<file path="config.mk">
export PLATFORM = sky130hd
export DESIGN_NAME = osc_startup_timer
export DESIGN_NICKNAME = d
export VERILOG_FILES = /design/src/rtl/ost_pkg.sv /design/src/rtl/ost_ctrl.sv /design/src/rtl/ost_datapath.sv /design/src/rtl/ost_srcswitch.sv /design/src/rtl/osc_startup_timer.sv
export SDC_FILE = /design/constraint.sdc
export NUM_CORES = 1
export LEC_CHECK = 0
export ABC_AREA = 1
export CORE_ASPECT_RATIO = 1.2
export CORE_MARGIN = 2
export CORE_UTILIZATION = 48
export CTS_BUF_LIST = sky130_fd_sc_hd__clkbuf_8 sky130_fd_sc_hd__clkbuf_16
export CTS_CLUSTER_SIZE = 40
export DETAILED_ROUTE_END_ITERATION = 8
export GPL_TIMING_DRIVEN = 0
export HOLD_SLACK_MARGIN = 0.03
export PLACE_DENSITY = 0.87
export REMOVE_ABC_BUFFERS = 1
export SLEW_MARGIN = 0
export SYNTH_ARGS = -nofsm -noshare
export SYNTH_HDL_FRONTEND = slang
export SYNTH_SLANG_ARGS = --single-unit
export TNS_END_PERCENT = 10
</file>
<file path="constraint.sdc">
create_clock -name clk -period 3.1 [get_ports clk]
set_clock_uncertainty 0.15 [all_clocks]
set_input_delay 0.775 -clock clk [delete_from_list [all_inputs] [get_ports clk]]
set_output_delay 0.775 -clock clk [all_outputs]
set_load 0.05 [all_outputs]
</file>
<file path="src/rtl/ost_pkg.sv">
package ost_pkg;
  typedef struct packed {
    logic restart;
    logic halt;
  } ctrlStrobes_t;
endpackage

</file>
<file path="src/rtl/ost_ctrl.sv">
module ost_ctrl #(
  parameter int DATA_W = 32,
  parameter int KEY_W = 8,
  parameter logic [7:0] KEY_VALUE = 8'hA5,
  parameter int COUNT_W = 8,
  parameter int COUNT_LSB = 8
) (
  input  logic clk,
  input  logic rstN,
  input  logic ctrlWrEn,
  input  logic [DATA_W-1:0] ctrlWrData,
  input  logic statusRdEn,
  input  logic stableSet,
  output ost_pkg::ctrlStrobes_t strobes,
  output logic [COUNT_W-1:0] loadCount,
  output logic selReq,
  output logic irq
);
  localparam int EN_BIT = 0;
  localparam int SEL_BIT = 1;
  localparam int KEY_LSB = DATA_W - KEY_W;

  logic keyOk;

  assign keyOk = ctrlWrEn && (ctrlWrData[KEY_LSB +: KEY_W] == KEY_W'(KEY_VALUE));
  assign loadCount = ctrlWrData[COUNT_LSB +: COUNT_W];

  always_comb begin
    strobes.restart = keyOk & ctrlWrData[EN_BIT];
    strobes.halt = keyOk & ~ctrlWrData[EN_BIT];
  end

  always_ff @(posedge clk or negedge rstN) begin
    if (!rstN) begin
      selReq <= 1'b0;
    end else if (keyOk) begin
      selReq <= ctrlWrData[SEL_BIT];
    end
  end

  // the set from a stable rise wins over the clear from a read
  always_ff @(posedge clk or negedge rstN) begin
    if (!rstN) begin
      irq <= 1'b0;
    end else if (stableSet) begin
      irq <= 1'b1;
    end else if (statusRdEn) begin
      irq <= 1'b0;
    end
  end
endmodule

</file>
<file path="src/rtl/ost_datapath.sv">
module ost_datapath #(
  parameter int COUNT_W = 8,
  parameter int PRESCALE = 8
) (
  input  logic clk,
  input  logic rstN,
  input  logic slowTick,
  input  ost_pkg::ctrlStrobes_t strobes,
  input  logic [COUNT_W-1:0] loadCount,
  output logic clkStable,
  output logic stableSet
);
  localparam int DIV_W = (PRESCALE > 2) ? $clog2(PRESCALE) : 1;
  localparam logic [DIV_W-1:0] DIV_LAST = DIV_W'(PRESCALE - 1);

  logic running;
  logic divTick;
  logic [DIV_W-1:0] divCnt;
  logic [COUNT_W-1:0] cnt;

  assign divTick = running & slowTick & (divCnt == DIV_LAST);
  assign stableSet = divTick & (cnt == '0) & ~strobes.restart & ~strobes.halt;

  always_ff @(posedge clk or negedge rstN) begin
    if (!rstN) begin
      running <= 1'b0;
      divCnt <= '0;
      cnt <= '0;
      clkStable <= 1'b0;
    end else if (strobes.restart) begin
      running <= 1'b1;
      divCnt <= '0;
      cnt <= loadCount;
      clkStable <= 1'b0;
    end else if (strobes.halt) begin
      running <= 1'b0;
      divCnt <= '0;
      clkStable <= 1'b0;
    end else begin
      if (running && slowTick) begin
        divCnt <= divTick ? '0 : divCnt + 1'b1;
      end
      if (divTick) begin
        if (cnt == '0) begin
          running <= 1'b0;
          clkStable <= 1'b1;
        end else begin
          cnt <= cnt - 1'b1;
        end
      end
    end
  end
endmodule

</file>
<file path="src/rtl/ost_srcswitch.sv">
module ost_srcswitch #(
  parameter int SYNC_STAGES = 2
) (
  input  logic clk,
  input  logic rstN,
  input  logic target,
  output logic busy,
  output logic srcActive
);
  localparam int SW_W = $clog2(SYNC_STAGES + 1);
  localparam logic [SW_W-1:0] SW_LAST = SW_W'(SYNC_STAGES - 1);

  logic [SW_W-1:0] swCnt;
  logic pending;

  always_ff @(posedge clk or negedge rstN) begin
    if (!rstN) begin
      busy <= 1'b0;
      swCnt <= '0;
      pending <= 1'b0;
      srcActive <= 1'b0;
    end else if (busy) begin
      if (swCnt == '0) begin
        busy <= 1'b0;
        srcActive <= pending;
      end else begin
        swCnt <= swCnt - 1'b1;
      end
    end else if (target != srcActive) begin
      busy <= 1'b1;
      swCnt <= SW_LAST;
      pending <= target;
    end
  end
endmodule

</file>
<file path="src/rtl/osc_startup_timer.sv">
module osc_startup_timer #(
  parameter int DATA_W = 32,
  parameter int KEY_W = 8,
  parameter logic [7:0] KEY_VALUE = 8'hA5,
  parameter int COUNT_W = 8,
  parameter int PRESCALE = 8,
  parameter int SYNC_STAGES = 2
) (
  input  logic clk,
  input  logic rstN,
  input  logic slowTick,
  input  logic ctrlWrEn,
  input  logic [DATA_W-1:0] ctrlWrData,
  input  logic statusRdEn,
  output logic [3:0] statusWord,
  output logic clkStable,
  output logic srcSelBusy,
  output logic mainSrcXtal,
  output logic irq
);
  ost_pkg::ctrlStrobes_t strobes;
  logic [COUNT_W-1:0] loadCount;
  logic selReq;
  logic stableSet;

  ost_ctrl #(
    .DATA_W(DATA_W), .KEY_W(KEY_W), .KEY_VALUE(KEY_VALUE),
    .COUNT_W(COUNT_W), .COUNT_LSB(8)
  ) u_ctrl (
    .clk(clk), .rstN(rstN), .ctrlWrEn(ctrlWrEn), .ctrlWrData(ctrlWrData),
    .statusRdEn(statusRdEn), .stableSet(stableSet), .strobes(strobes),
    .loadCount(loadCount), .selReq(selReq), .irq(irq)
  );

  ost_datapath #(.COUNT_W(COUNT_W), .PRESCALE(PRESCALE)) u_dp (
    .clk(clk), .rstN(rstN), .slowTick(slowTick), .strobes(strobes),
    .loadCount(loadCount), .clkStable(clkStable), .stableSet(stableSet)
  );

  ost_srcswitch #(.SYNC_STAGES(SYNC_STAGES)) u_sw (
    .clk(clk), .rstN(rstN), .target(selReq & clkStable),
    .busy(srcSelBusy), .srcActive(mainSrcXtal)
  );

  assign statusWord = {mainSrcXtal, irq, srcSelBusy, clkStable};
endmodule

</file>
==> results.txt, run 1 <==
Vias - 1246
DRC Markers - 0
# diodes - 0
Static Leak - 0.9018 nW
DIE AREA - 0.003176 mm^2
Core area - 0.002577 mm^2
Switching power total - 361.8 uW
I/O Buffers - 30
Worst-path maximum fanout - 6
WP data arrival - 1.51 ns
Chip width - 51.78 um
Yosys cell types - 27
Hold-fix buffers, CTS - 0
Clock tree sinks - 20
Path type of the worst min-delay path - flip-flop to flip-flop
Final Hold Vio Count - 0
Worst path cell trace - clkdlybuf4s50_1
Min Hold Slack - 0.3329 ns
Busiest layer in global routing - met2
Grt met1 use - 0.2407
Slowest CP cell - clkdlybuf4s50_1
Routed WL per cell - 11.63 um
M2 GR Usage - 0.4158
Worst path required time - 2.17 ns
Avg Inst Size Synth - 7.265 um^2
Worst-path clk slew - 0.08 ns
CTS buffer count - 3
Crit path max-delay family - buffers and inverters
Maximum vdd drop - 0.0005159 V
Syn Inst Count - 181
Crit-path max cell delay - 0.83 ns
Fraction of layout cells with a size suffix above 1 - 0.08057
Clock latency on the worst-skew pair - 0.26 ns
Fin crit share - 0.7850
H-tree depth - 1
PD cells - 586.5 mW/mm^2
Top Ports - 45
Routability congestion estimate - 0.8279
Router iterations before antenna repair - 4
Total negative slack - 0 ns
Met3 Usage GRT - 0.02427
Die Y - 61.34 um
CTS Buffer Depth - 2
Max-cap viol count - 0
Dpl cell area - 0.001627 mm^2
First-pass GRT wire length - 5147 um
# setup viols final - 0
CTS Root Cell - clkbuf_8
Layout area overhead - 29.12%
GRT Residual Overflow - 0
Min cycle time layout - 2.433 ns
Syn Std Cell Area - 0.001315 mm^2
Relative slew slack - 0.4115
RSZ-0062 raised after global routing - no
Final wirelength - 2837 um
Initial antenna violation count - 0
Worst Max-Slew Pin Slew - 0.8800 ns
Core Util, Final - 0.6587
Flop2flop setup slack - 1.49 ns
Num rows - 20
Hpwl dp - 2035 um
CP Buf/Inv Count - 1
Fmax - 0.4109 GHz
Starting density of the core - 0.5102
Endpoint type of the worst setup path - primary output
Seq pwr share - 0.346
Yosys warns - 0
Switching Share - 0.3632
CTS tree - done
Iteration-0 DRC Markers - 28
Design area - 0.001698 mm^2
Largest net degree at the start of global routing - 21
Finished Layout Cells - 244
Combinational power share - 0.395
Final nets - 254
Total GRT Usage - 0.2122
Via density - 5.107
Setup Fix Bufs, Post-CTS - 0
Resized Gates After CTS - 0
Sequential-to-total area share from yosys stat - 0.3806
Clock network fraction of design power - 0.259
Crit Path Category - flip-flop to primary output
Vias in the first global route - 1249
Outcome - completed
Power Internal - 634.1 uW
Post-Place Cells - 240
Number of synthesized register bits - 20
Post-route ant nets - 0
Critical path launch point type - flip-flop
Max Slew Vio Count - 0
==> per-layer routing <==
metal  vias up  wire length, um
li1        626                -
met5         -                0
met4         0               48
met1       578             1205
met3         7               86
met2        35             1497
==> sequential cells by signal, summed over array words and instances, names as in the netlist <==
register        flops
u_dp.cnt            8
u_dp.divCnt         3
u_sw.swCnt          2
u_ctrl.irq          1
u_ctrl.selReq       1
u_dp.clkStable      1
u_dp.running        1
u_sw.busy           1
u_sw.pending        1
u_sw.srcActive      1
==> power by group through the flow <==
| stage | combinational (mW) | clock (mW) | sequential, mW |
|---|---|---|---|
| after floorplan | 0.161 | 0 | 0.445 |
| after global placement | 0.375 | 0 | 0.347 |
| after detailed placement | 0.388 | 0 | 0.350 |
| after CTS | 0.394 | 0.259 | 0.344 |
| after global routing | 0.440 | 0.270 | 0.351 |
| final | 0.393 | 0.258 | 0.344 |
==> worst min-delay path, cell delays in order, from the launching register on <==
cell,delay (ns)
dfrtp_1,0.35
nand2_1,0.05
nand2_1,0.06
==> layout make-up <==
type | instances | area (um^2)
Clock buffer | 3 | 41.29
Timing Repair Buffer | 30 | 300.3
Tap cell | 33 | 41.29
Fill cell | 220 | 879.6
Sequential cell | 20 | 500.5
Clock inverter | 1 | 30.03
Multi-Input combinational cell | 129 | 674.4
Inverter | 28 | 110.1
==> cells in the mapped netlist <==
master    count  area, um^2
buf_4         4       30.03
or2_2         2       12.51
nand2_4       1       11.26
nand3_2       1       10.01
ha_1          5       62.56
mux2_2        1       11.26
o21bai_1      1       7.510
xor2_1        3       26.28
nor2_2        1       6.260
nor2_1       13       48.80
inv_1        26       97.59
o21ai_0       5       25.02
inv_6         1       8.760
nand4_4       1       21.27
o22ai_1       2       12.51
dfrtp_1      20       500.5
nand4_1       5       31.28
nand2_2       1       6.260
a31oi_1       1       6.260
a21oi_1       4       20.02
nand3_1      10       50.05
nand3_4       1       17.52
nor2_4        2       22.52
nand2_1      67       251.5
a22oi_1       1       7.510
and2_1        1       6.260
inv_2         1       3.750
==> metrics by stage <==
stage                     setup WS [ns]  total power, mW
after floorplan                   1.218           0.6057
after global placement           0.7453           0.7218
after detailed placement         0.7206           0.7384
after CTS                        0.6651           0.9973
after global routing             0.6061            1.061
final                            0.6665           0.9959
==> cells by family (layout without fill, tap and decap cells) <==
family / after synthesis / in the layout / share of synthesized area
XOR/XNOR: 3 / 3 / 0.01998
buffers and inverters: 32 / 62 / 0.1066
flip-flops: 20 / 20 / 0.3806
multiplexers: 1 / 1 / 0.008563
AO/OA/AOI/OAI: 14 / 14 / 0.05995
adder cells (fa/ha/maj): 5 / 5 / 0.04757
AND/OR/NAND/NOR: 106 / 106 / 0.3768
==> cell usage in the layout, fill, tap and decap left out, drive strengths merged, types with 2 or more instances in the layout <==
cell           Yosys  final
clkdlybuf4s50      0     30
or2                2      2
a21oi              4      4
clkbuf             0      3
nor2              16     16
nand4              6      6
inv               28     28
ha                 5      5
nand2             69     69
nand3             12     12
dfrtp             20     20
o22ai              2      2
o21ai              5      5
xor2               3      3
==> worst paths after layout <==
path / startpoint / to / cells past startpoint
max: u_sw.busy / statusWord[1] / 1
max in group asynchronous: rstN / u_sw.busy / 1
min reg2reg: u_dp.cnt[0] / u_dp.cnt[0] / 2
min: u_dp.cnt[0] / u_dp.cnt[0] / 2
max reg2reg: u_dp.divCnt[0] / u_dp.cnt[1] / 9
min in group asynchronous: rstN / u_dp.divCnt[0] / 1
No activity file was read; power rests on OpenSTA's default activity.
==> inputs of run 2 (changes only) <==
CORE_UTILIZATION = 41   (was 48)
PLACE_DENSITY = 0.79   (was 0.87)
clock period = 2.1 ns   (was 3.1 ns; I/O delays follow)
==> results.txt, run 2 (synthesized netlist as in run 1, its figures left out) <==
Outcome - completed (unchanged)
PD cells - 852.3 mW/mm^2 (was 586.5 mW/mm^2)
Commonest cells after routing, fill and taps aside - nand2_1 (67), inv_1 (26), clkdlybuf4s50_1 (22) (was nand2_1 (67), clkdlybuf4s50_1 (30), inv_1 (26))
Final Hold Vio Count - 0 (unchanged)
Hold-fix buffers, CTS - 0 (unchanged)
Core area - 0.003055 mm^2 (was 0.002577 mm^2)
CTS tree - done (unchanged)
I/O Buffers - 30 (unchanged)
M2 GR Usage - 0.2738 (was 0.4158)
Via density - 4.769 (was 5.107)
Final wirelength - 2555 um (was 2837 um)
Maximum vdd drop - 0.0006223 V (was 0.0005159 V)
Top flop regs - u_dp.cnt (8), u_dp.divCnt (3), u_sw.swCnt (2) (unchanged)
Path type of the worst min-delay path - flip-flop to flip-flop (unchanged)
Routed WL per cell - 10.34 um (was 11.63 um)
Relative slew slack - 0.4051 (was 0.4115)
Largest net degree at the start of global routing - 21 (unchanged)
Critical path launch point type - flip-flop (unchanged)
CTS Root Cell - clkbuf_8 (unchanged)
Crit Path Category - flip-flop to primary output (unchanged)
Max Slew Vio Count - 0 (unchanged)
Worst-path clk slew - 0.08 ns (about the same)
Router iterations before antenna repair - 4 (unchanged)
RSZ-0062 raised after global routing - no (unchanged)
Clock latency on the worst-skew pair - 0.27 ns (was 0.26 ns)
GRT Residual Overflow - 0 (unchanged)
DRC Markers - 0 (unchanged)
Most flop-heavy register - u_dp.cnt (unchanged)
# setup viols final - 0 (unchanged)
Chip width - 55.70 um (was 51.78 um)
Slowest CP cell - dlygate4sd2_1 (was clkdlybuf4s50_1)
Post-route ant nets - 0 (unchanged)
Layout area overhead - 28.64% (was 29.12%)
Overall power - 1.442 mW (was 995.9 uW)
# diodes - 0 (unchanged)
Worst Max-Slew Pin Slew - 0.8895 ns (was 0.8800 ns)
Iteration-0 DRC Markers - 52 (was 28)
Max reg flops - 8 (unchanged)
Top Ports - 45 (unchanged)
Die Y - 66.04 um (was 61.34 um)
Flop2flop setup slack - 0.48 ns (was 1.49 ns)
Num rows - 22 (was 20)
Routability congestion estimate - 0.8088 (was 0.8279)
Crit-path max cell delay - 0.55 ns (was 0.83 ns)
Vias - 1178 (was 1246)
Starting density of the core - 0.4304 (was 0.5102)
Grt met1 use - 0.1832 (was 0.2407)
Fmax - 0.5227 GHz
Worst path required time - 1.42 ns (was 2.17 ns)
Busiest layer in global routing - met2 (unchanged)
Commonest non-fill, non-tap cell in the layout - nand2_1 (unchanged)
Setup Fix Bufs, Post-CTS - 0 (unchanged)
Post-Place Cells - 243 (was 240)
Fraction of layout cells with a size suffix above 1 - 0.08057 (unchanged)
Hpwl dp - 1910 um (was 2035 um)
Max-cap viol count - 0 (unchanged)
DIE AREA - 0.003678 mm^2 (was 0.003176 mm^2)
Resized Gates After CTS - 8 (was 0)
Core Util, Final - 0.5536 (was 0.6587)
H-tree depth - 1 (unchanged)
Finished Layout Cells - 247 (was 244)
Clock tree sinks - 20 (unchanged)
Crit path max-delay family - buffers and inverters (unchanged)
Endpoint type of the worst setup path - primary output (unchanged)
Min cycle time layout - 1.913 ns
CTS buffer count - 3 (unchanged)
CTS Buffer Depth - 2 (unchanged)
Static Leak - 0.9124 nW (was 0.9018 nW)
WP data arrival - 1.24 ns (was 1.51 ns)
Fin crit share - 0.9111
Worst path cell trace - dlygate4sd2_1 (was clkdlybuf4s50_1)
CP Buf/Inv Count - 1 (unchanged)
Worst-path maximum fanout - 6 (unchanged)
Vias in the first global route - 1102 (was 1249)
Final nets - 254 (unchanged)
Total GRT Usage - 0.1538 (was 0.2122)
Met3 Usage GRT - 0.02740 (was 0.02427)
First-pass GRT wire length - 4526 um (was 5147 um)
Initial antenna violation count - 0 (unchanged)
## run 2: per-stage QoR
step                hold slack [ns]  setup slack [ns]  setup TNS (ns)  instance area [um^2]
global route                 0.3732            0.1397               0                  1692
floorplan                   0.07941            0.2183               0                  1285
global placement             0.3122         -0.007809       -0.007809                  1630
detailed placement           0.3291          -0.01315        -0.04105                  1630
CTS                          0.3472            0.1875               0                  1692
finish                       0.3444            0.1867               0                  1692
## run 2: per-layer routing
layer  up-vias  wire length (um)  share of wire
li1        627                 -              -
met1       516              1165           0.46
met3         7               109          0.043
met4         0                42          0.016
met2        28              1239           0.48
met5         -                 0              0
## run 2: worst paths after layout
kind | cells past startpoint | to | from
min in group asynchronous | 1 | u_dp.cnt[2] | rstN
hold reg to reg | 2 | u_dp.cnt[0] | u_dp.cnt[0]
max in group asynchronous | 1 | u_sw.swCnt[1] | rstN
setup / recovery | 1 | statusWord[1] | u_sw.busy
hold / removal | 2 | u_dp.cnt[0] | u_dp.cnt[0]
setup reg to reg | 10 | u_dp.cnt[0] | u_dp.cnt[0]
## run 2: area by class of cell
type,count,area [um^2]
fill,284,1364
multi-input combinational,129,674.4
sequential,20,500.5
timing repair buffer,30,290.3
inverter,28,110.1
tap,36,45.04
clock buffer,3,41.29
clock inverter,1,30.03
## run 2: report_power, final
| part | internal, mW | switching [mW] |
|---|---|---|
| logic | 0.191 | 0.349 |
| clock network | 0.255 | 0.137 |
| registers | 0.459 | 0.0496 |
| total | 0.905 | 0.536 |
==> inputs of run 3 (changes only) <==
CORE_UTILIZATION = 42   (was 41)
CTS_BUF_LIST = sky130_fd_sc_hd__clkbuf_2   (was sky130_fd_sc_hd__clkbuf_8 sky130_fd_sc_hd__clkbuf_16)
PLACE_DENSITY = 0.81   (was 0.79)
==> results.txt, run 3 (synthesized netlist as in run 1, its figures left out) <==
Outcome - completed (unchanged)
Router iterations before antenna repair - 4 (unchanged)
Most flop-heavy register - u_dp.cnt (unchanged)
Worst path depth - 1 (unchanged)
GRT Residual Overflow - 0 (unchanged)
Worst Hold End - u_dp.cnt[0] (unchanged)
Path type of the worst min-delay path - flip-flop to flip-flop (unchanged)
Static Leak - 0.8908 nW (was 0.9124 nW)
Hpwl dp - 1878 um (was 1910 um)
Core area - 0.003028 mm^2 (was 0.003055 mm^2)
Finished Layout Cells - 247 (unchanged)
Clock latency on the worst-skew pair - 0.31 ns (was 0.27 ns)
CP Buf/Inv Count - 1 (unchanged)
Fraction of layout cells with a size suffix above 1 - 0.07583 (was 0.08057)
Met3 WL post-DR - 79 um (was 109 um)
Min cycle time layout - 1.980 ns (was 1.913 ns)
Layout area overhead - 24.64% (was 28.64%)
WP data arrival - 1.30 ns (was 1.24 ns)
Fill count - 299 (was 284)
Placement Setup Slack - -0.02540 ns (was -0.01315 ns)
Flop2flop setup slack - 0.45 ns (was 0.48 ns)
Switching Share - 0.4237 (was 0.3720)
Largest net degree at the start of global routing - 21 (unchanged)
Power Internal - 692.9 uW (was 905.4 uW)
Slowest CP cell - dlygate4sd2_1 (unchanged)
Core Util, Final - 0.5413 (was 0.5536)
PD cells - 733.5 mW/mm^2 (was 852.3 mW/mm^2)
Setup Fix Bufs, Post-CTS - 0 (unchanged)
Dpl cell area - 0.001630 mm^2 (unchanged)
Worst path required time - 1.42 ns (about the same)
CTS buffer count - 3 (unchanged)
Worst setup margin - 0.1203 ns (was 0.1867 ns)
Worst path cell trace - dlygate4sd2_1 (unchanged)
Met2 routed wirelength - 1180 um (was 1239 um)
Worst Reg-to-Reg Cells - 9 (was 10)
DIE AREA - 0.003596 mm^2 (was 0.003678 mm^2)
Clock tree sinks - 20 (unchanged)
Relative slew slack - 0.4104 (was 0.4051)
Fin crit share - 0.9427 (was 0.9111)
Endpoint type of the worst setup path - primary output (unchanged)
CTS tree - done (unchanged)
Fmax - 0.5051 GHz (was 0.5227 GHz)
Switching power total - 509.4 uW (was 536.3 uW)
Worst-path maximum fanout - 6 (unchanged)
Die Y - 65.30 um (was 66.04 um)
Starting density of the core - 0.4343 (was 0.4304)
Top flop regs - u_dp.cnt (8), u_dp.divCnt (3), u_sw.swCnt (2) (unchanged)
Maximum vdd drop - 0.0007222 V (was 0.0006223 V)
Cell depth of the worst min-delay path - 2 (unchanged)
Reg-to-reg startpoint - u_dp.divCnt[0] (was u_dp.cnt[0])
Critical path launch point type - flip-flop (unchanged)
Routed WL per cell - 9.765 um (was 10.34 um)
Post-Place Cells - 243 (unchanged)
Max Slew Vio Count - 0 (unchanged)
Post-route ant nets - 0 (unchanged)
First-pass GRT wire length - 4195 um (was 4526 um)
Crit-path max cell delay - 0.55 ns (about the same)
Max layer used - met4 (unchanged)
I/O Buffers - 30 (unchanged)
Worst hold start - u_dp.cnt[0] (unchanged)
Vias in the first global route - 1062 (was 1102)
Commonest non-fill, non-tap cell in the layout - nand2_1 (unchanged)
Chip width - 55.08 um (was 55.70 um)
Worst-path clk slew - 0.19 ns (was 0.08 ns)
Top Ports - 45 (unchanged)
Num rows - 22 (unchanged)
Final Hold Vio Count - 0 (unchanged)
# setup viols final - 0 (unchanged)
Metal-1 WL - 1122 um (was 1165 um)
Max-cap viol count - 0 (unchanged)
Via density - 4.668 (was 4.769)
Vias - 1153 (was 1178)
Total GRT Usage - 0.1533 (was 0.1538)
Combinational power share - 0.448 (was 0.375)
R2R Path End - u_dp.cnt[5] (was u_dp.cnt[0])
CTS Buffer Depth - 2 (unchanged)
Final wirelength - 2412 um (was 2555 um)
Hold-fix buffers, CTS - 0 (unchanged)
Seq pwr share - 0.422 (was 0.353)
Final nets - 254 (unchanged)
CTS Root Cell - clkbuf_2 (was clkbuf_8)
Max reg flops - 8 (unchanged)
Commonest cells after routing, fill and taps aside - nand2_1 (67), inv_1 (26), clkdlybuf4s50_1 (22) (unchanged)
Initial antenna violation count - 0 (unchanged)
Crit path max-delay family - buffers and inverters (unchanged)
Clock network fraction of design power - 0.130 (was 0.272)
Iteration-0 DRC Markers - 39 (was 52)
Resized Gates After CTS - 8 (unchanged)
H-tree depth - 1 (unchanged)
DRC Markers - 0 (unchanged)
Routability congestion estimate - 0.7623 (was 0.8088)
RSZ-0062 raised after global routing - no (unchanged)
Worst Max-Slew Pin Slew - 0.8816 ns (was 0.8895 ns)
Design area - 0.001639 mm^2 (was 0.001692 mm^2)
# diodes - 0 (unchanged)
Crit Path Category - flip-flop to primary output (unchanged)
-- run 3: power by group through the flow --
stage                     sequential (mW)  combinational, mW  clock, mW
after floorplan                     0.657              0.237          0
after global placement              0.513              0.553          0
after detailed placement            0.519              0.571          0
after CTS                           0.509              0.543      0.169
after global routing                0.519              0.611      0.178
final                               0.508              0.538      0.156
-- run 3: through the flow --
| stage | hold slack [ns] | total power, mW | setup TNS, ns |
|---|---|---|---|
| 3_5_place_dp | 0.3228 | 1.089 | -0.05077 |
| 2_1_floorplan | 0.07941 | 0.8941 | 0 |
| 6_report | 0.3606 | 1.202 | 0 |
| 3_3_place_gp | 0.3114 | 1.066 | -0.01212 |
| 4_1_cts | 0.3685 | 1.221 | 0 |
| 5_1_grt | 0.4254 | 1.307 | 0 |
-- run 3: worst max path at each step --
stage / start / to
finish: u_sw.busy / statusWord[1]
global route: u_sw.busy / statusWord[1]
CTS: u_sw.busy / statusWord[1]
detailed placement: ctrlWrData[24] / u_dp.cnt[1]
global placement: ctrlWrData[24] / u_dp.cnt[1]
floorplan: u_dp.clkStable / u_sw.swCnt[0]
-- run 3: layout make-up --
cell class | instances | area, um^2 | share of cell area
inverters | 28 | 110.1 | 0.06718
well taps | 36 | 45.04 | 0.02748
flip-flops and latches | 20 | 500.5 | 0.3053
clock inverters | 1 | 3.754 | 0.002290
repair buffers | 30 | 290.3 | 0.1771
clock buffers | 3 | 15.01 | 0.009160
multi-input cells | 129 | 674.4 | 0.4115
-- run 3: worst reg2reg max path: stages (launching register included) --
cell     delay (ns)
dfrtp_1        0.44
ha_1           0.22
ha_1           0.18
nand2_1        0.11
inv_1          0.08
nand3_2        0.09
nand2_4        0.11
inv_6          0.11
nand2_1        0.05
nand2_1        0.06
-- run 3: layer usage --
metal  global-route usage  vias to the layer above
met1               0.1968                      507
met3              0.02045                        5
li1                     -                      621
met2               0.2604                       20
met5                    0                        -
met4              0.04573                        0
